--- config.mk ---
export PLATFORM = sky130hd
export DESIGN_NAME = bus_cycle_ctrl
export DESIGN_NICKNAME = d
export VERILOG_FILES = /design/src/rtl/bus_cycle_ctrl.sv
export SDC_FILE = /design/constraint.sdc
export NUM_CORES = 1
export LEC_CHECK = 0
export ABC_CLOCK_PERIOD_IN_PS = 1900
export BUFFER_PORTS_ARGS = -buffer_cell sky130_fd_sc_hd__buf_2
export CAP_MARGIN = 20
export CELL_PAD_IN_SITES_DETAIL_PLACEMENT = 0
export CELL_PAD_IN_SITES_GLOBAL_PLACEMENT = 2
export CORE_UTILIZATION = 29
export CTS_CLUSTER_DIAMETER = 60
export CTS_CLUSTER_SIZE = 25
export DETAILED_ROUTE_END_ITERATION = 10
export GPL_TIMING_DRIVEN = 0
export PLACE_DENSITY_LB_ADDON = 0.1
export SETUP_SLACK_MARGIN = 0.1
export SLEW_MARGIN = 20
export SYNTH_ARGS = -nofsm -noshare
export SYNTH_HDL_FRONTEND = slang
export SYNTH_SLANG_ARGS = --single-unit
--- constraint.sdc ---
create_clock -name clk -period 1.9 [get_ports clk]
set_input_delay 0.095 -clock clk [delete_from_list [all_inputs] [get_ports clk]]
set_output_delay 0.095 -clock clk [all_outputs]
set_load 0.005 [all_outputs]
--- src/rtl/bus_cycle_ctrl.sv ---
module bus_cycle_ctrl #(
  parameter int AW = 20,
  parameter int DW = 16
) (
  input  logic          clk,
  input  logic          rst,
  input  logic          req_valid,
  input  logic          req_write,
  input  logic          req_mem,
  input  logic          req_word,
  input  logic [AW-1:0] req_addr,
  input  logic [DW-1:0] req_wdata,
  input  logic [1:0]    req_seg,
  input  logic          req_ie,
  output logic          done,
  output logic [DW-1:0] rd_data,
  input  logic          ready,
  input  logic          hold,
  output logic          hlda,
  input  logic [DW-1:0] ad_in,
  output logic [DW-1:0] ad_out,
  output logic          ad_oe,
  output logic [AW-DW-1:0] ah_out,
  output logic          ah_oe,
  output logic          bhe_n,
  output logic          ale,
  output logic          rd_n,
  output logic          wr_n,
  output logic          mio,
  output logic          dtr,
  output logic          den_n,
  output logic          ctl_oe
);
  localparam int HW = AW - DW;
  localparam int BW = DW / 2;

  typedef enum logic [2:0] {S_IDLE, S_T1, S_T2, S_T3, S_TW, S_T4, S_HOLD} st_t;
  st_t st;

  logic [AW-1:0] a_q;
  logic [DW-1:0] wd_q, rd_q;
  logic [1:0]    seg_q;
  logic          wr_q, mem_q, word_q, ie_q, split_q, part_q;

  logic aligned, upper_en, strobe, active, more;
  logic [BW-1:0] wb, lane_in;
  logic [DW-1:0] drive_data;

  assign aligned    = word_q & ~split_q;
  assign upper_en   = aligned | (~aligned & a_q[0]);
  assign wb         = (split_q & part_q) ? wd_q[DW-1:BW] : wd_q[BW-1:0];
  assign drive_data = aligned ? wd_q : {wb, wb};
  assign lane_in    = a_q[0] ? ad_in[DW-1:BW] : ad_in[BW-1:0];
  assign more       = split_q & ~part_q;

  always_ff @(posedge clk) begin
    if (rst) begin
      st      <= S_IDLE;
      a_q     <= '0;
      wd_q    <= '0;
      rd_q    <= '0;
      seg_q   <= '0;
      wr_q    <= 1'b0;
      mem_q   <= 1'b0;
      word_q  <= 1'b0;
      ie_q    <= 1'b0;
      split_q <= 1'b0;
      part_q  <= 1'b0;
    end else begin
      unique case (st)
        S_IDLE: begin
          if (hold) st <= S_HOLD;
          else if (req_valid) begin
            st      <= S_T1;
            a_q     <= req_addr;
            wd_q    <= req_wdata;
            seg_q   <= req_seg;
            wr_q    <= req_write;
            mem_q   <= req_mem;
            word_q  <= req_word;
            ie_q    <= req_ie;
            split_q <= req_word & req_addr[0];
            part_q  <= 1'b0;
          end
        end
        S_T1: st <= S_T2;
        S_T2: st <= S_T3;
        S_T3, S_TW: begin
          if (ready) begin
            st <= S_T4;
            if (!wr_q) begin
              if (aligned) rd_q <= ad_in;
              else if (!word_q) rd_q <= {{BW{1'b0}}, lane_in};
              else if (!part_q) rd_q[BW-1:0] <= lane_in;
              else rd_q[DW-1:BW] <= lane_in;
            end
          end else st <= S_TW;
        end
        S_T4: begin
          if (more) begin
            st     <= S_T1;
            part_q <= 1'b1;
            a_q    <= a_q + AW'(1);
          end else st <= S_IDLE;
        end
        S_HOLD: if (!hold) st <= S_IDLE;
        default: st <= S_IDLE;
      endcase
    end
  end

  assign ale     = (st == S_T1);
  assign strobe  = (st == S_T2) || (st == S_T3) || (st == S_TW);
  assign active  = ale || strobe || (st == S_T4);
  assign done    = (st == S_T4) && !more;
  assign rd_data = rd_q;
  assign hlda    = (st == S_HOLD);
  assign ctl_oe  = !hlda;

  assign rd_n  = ~(strobe & ~wr_q);
  assign wr_n  = ~(strobe & wr_q);
  assign den_n = ~(strobe | ((st == S_T4) & wr_q));
  assign dtr   = active & wr_q;
  assign mio   = mem_q;

  assign ad_oe  = ale | (active & wr_q);
  assign ad_out = ale ? a_q[DW-1:0] : drive_data;
  assign ah_oe  = active;
  assign ah_out = ale ? a_q[AW-1:DW] : HW'({1'b0, ie_q, seg_q});
  assign bhe_n  = ale ? ~upper_en : 1'b1;
endmodule

==> results.toml <==
[power]
p_sw_share_pct = 29.4
power_frac_comb_pct = 25.3
power_frac_seq_pct = 33.9
powerDensity_mw_per_mm2 = 854
p_clk_share_pct = 40.9
p_switching_mw = 1.35
p_int_mw = 3.24
ir_worst_vdd_v = 0.000410
p_leak_nw = 2.34

[routing]
viasPerCell = 5.05
vias = 4013
post_drt_wl_per_cell_microns = 17.1
wl_microns = 13600
final_antenna_net_count = 0
drc = 0
drtIter0Drc = 186
dr.pass1.iters = 4

[critical_path]
path_class = "reg -> out"
r2r_slack_ns = 0.16
crit_path_end_kind = "output pin"
r2r_cells = 6
critical_path.max_fanout = 8
r2r-start = "st[2]"
cp.arrival_ns = 1.70
worstSetupStartpointType = "flip-flop"
required_ns = 1.80
regToRegEndpoint = "wd_q[5]"
critPathLaunch = "st[2]"

[die]
ios = 111
die_y_microns = 114
die_area_sq_mm = 0.0131
rows = 40
die_w_microns = 114
core_sq_mm = 0.0122
initial_core_util_pct = 30.1

[synthesis]
synth_area_leader_cell = "dfxtp_1"
synth_edf_count = 0
ys_async_sr_fraction_pct = 0
synth_commonest_cells = "nand2_1, dfxtp_1, a21oi_1"
synth_area_sq_mm = 0.00366
yosys_most_used_dff = "dfxtp_1"
yosysMostFrequentCell = "nand2_1"
synth-simple-area-share_pct = 25.3
synth.area.top_cells = "dfxtp_1, nand2_1, a21oi_1, mux2i_1, o21ai_0"
synth_top_family_by_area = "simple AND/OR/NAND/NOR gates"
synth.mux.area_fraction_pct = 9.94
avgSynthCellArea_sq_um = 7.79
yosysWarnings = 0
synth-compound-area-share_pct = 24.6
synth_seq_cells = 63
synthAdderAreaFrac_pct = 0.342
synth_cell_type_count = 67
synth.top_cell.area_share_pct = 34.4
synth_seq_area_share_pct = 34.4
synthCells = 470
synthXorXnorAreaFrac_pct = 0
syn_nets = 534

[global_route]
antenna_found_initial = 0
grt.overflow.total = 0
grt_max_degree = 11
grt_pass1_wl_microns = 20800
grt.total_usage_pct = 21.3
grt_pass1_vias = 3723

[timing]
rsz0062_at_grt = "true"
slew_violations = 0
slew_headroom_pct = 53.7
max_freq_ghz = 0.557
tightest_slew_ns = 0.695
hold_viol = 0
setup_violations = 0
post-route-min-period_ns = 1.80
fin_crit_sh_pct = 94.5
skew_ns = 0.00486

[finish]
fin_util_pct = 44.1
final_cells = 795
areaGrowthSynthToFinish_pct = 46.5
fillers = 1285
fin_nets = 687
drive_gt1_share_pct = 37.0
antenna_cells = 0

[clock_tree]
cts_buffer_depth = 2
cts_tree = "yes"
cts.sink_count = 63
htreeDepth = 3
cts_root_buffer = "clkbuf_16"
clk_latency_ns = 0.34
cts_buffers = 9
path_clk_slew_ns = 0.06

[hold_path]
hold_path_end = "wd_q[8]"
min_path_type = "in -> reg"
whs_path_depth = 3
min-delay-start = "req_wdata[8]"

[placed_design]
portBuffers = 109
dp_cells = 747
post-dp-hpwl_microns = 9990
routabilityCongestion = 0.829

[outcome]
outcome = "complete, no violations"

[flow_run]
max_cap_viol_count = 0
==> sequential cells by signal, summed over array words and instances, names as in the netlist, 2 cells and up <==
register,cells
a_q,20
rd_data,16
seg_q,2
st,3
wd_q,16
==> placed cells by master (no fill, tap or decap), types with 11 or more instances in the layout <==
master	instances
buf_2	107
nand3_1	16
buf_4	19
a21oi_1	50
dfxtp_1	55
buf_6	11
o21ai_0	17
nor2_1	23
mux2i_1	24
nand2_1	82
dlygate4sd3_1	15
==> timing repair <==
| action | in CTS | in global routing |
|---|---|---|
| gates resized for setup | 54 | 69 |
| endpoints found under the hold margin | 15 | 0 |
| cloned | 1 | 2 |
| pin swaps | 3 | 7 |
| setup buffers | 5 | 10 |
| hold buffers | 15 | 0 |
| endpoints found under the setup margin | 69 | 71 |
==> final cells by class <==
class	count	area, sq um	area share [%]
Clock inverter	3	65.1	1.21
Timing Repair Buffer	142	887	16.5
Tap cell	168	210	3.92
Multi-Input combinational cell	362	2360	44.0
Clock buffer	12	267	4.97
Sequential cell	63	1280	23.9
Buffer	35	258	4.80
Inverter	10	37.5	0.699
==> power groups by stage <==
stage | Sequential [mW] | Combinational (mW) | Clock [mW]
after floorplan | 1.53 | 0.564 | 0
after global placement | 1.56 | 0.899 | 0
after detailed placement | 1.56 | 0.903 | 0
after CTS | 1.54 | 1.04 | 1.89
after global routing | 1.57 | 1.28 | 1.95
final | 1.55 | 1.16 | 1.87
==> worst max-delay path by stage <==
stage	to
6_report	ad_out[8]
5_1_grt	ad_out[8]
2_1_floorplan	a_q[18]
3_3_place_gp	ad_out[7]
4_1_cts	a_q[17]
3_5_place_dp	ad_out[7]
==> worst max-delay path, stage by stage (launching register included) <==
cell	delay, ns
dfxtp_2	0.31
buf_6	0.13
nor3b_4	0.29
buf_8	0.18
buf_6	0.13
nand2_1	0.07
o21ai_1	0.11
buf_2	0.14
==> per-stage QoR <==
stage / area (sq um) / worst slack (ns) / setup TNS [ns] / total power [mW] / hold slack, ns
after detailed placement: 4420 / -0.355 / -4.50 / 2.46 / 0.343
final: 5370 / 0.105 / 0 / 4.58 / 0.00570
after floorplan: 3660 / 0.218 / 0 / 2.09 / 0.231
after CTS: 5100 / 0.0778 / 0 / 4.47 / 0.00485
after global routing: 5370 / 0.0416 / 0 / 4.79 / 0.0228
after global placement: 4420 / -0.331 / -4.35 / 2.46 / 0.339
==> cells by family (layout without fill, tap and decap cells) <==
group,after synthesis,in the layout
AND/OR/NAND/NOR,187,187
AO/OA/AOI/OAI,139,139
flip-flops,63,63
buffers and inverters,45,202
multiplexers,35,35
adder cells (fa/ha/maj),1,1
==> layer usage <==
layer  global-route usage [%]  vias up  routed length [microns]
li1                         -     2008                        -
met2                     31.6      116                     6100
met3                     3.60       16                      712
met4                     7.62        0                      221
met5                        0        -                        0
met1                     30.8     1873                     6600
(Power assumes the default switching activity.)
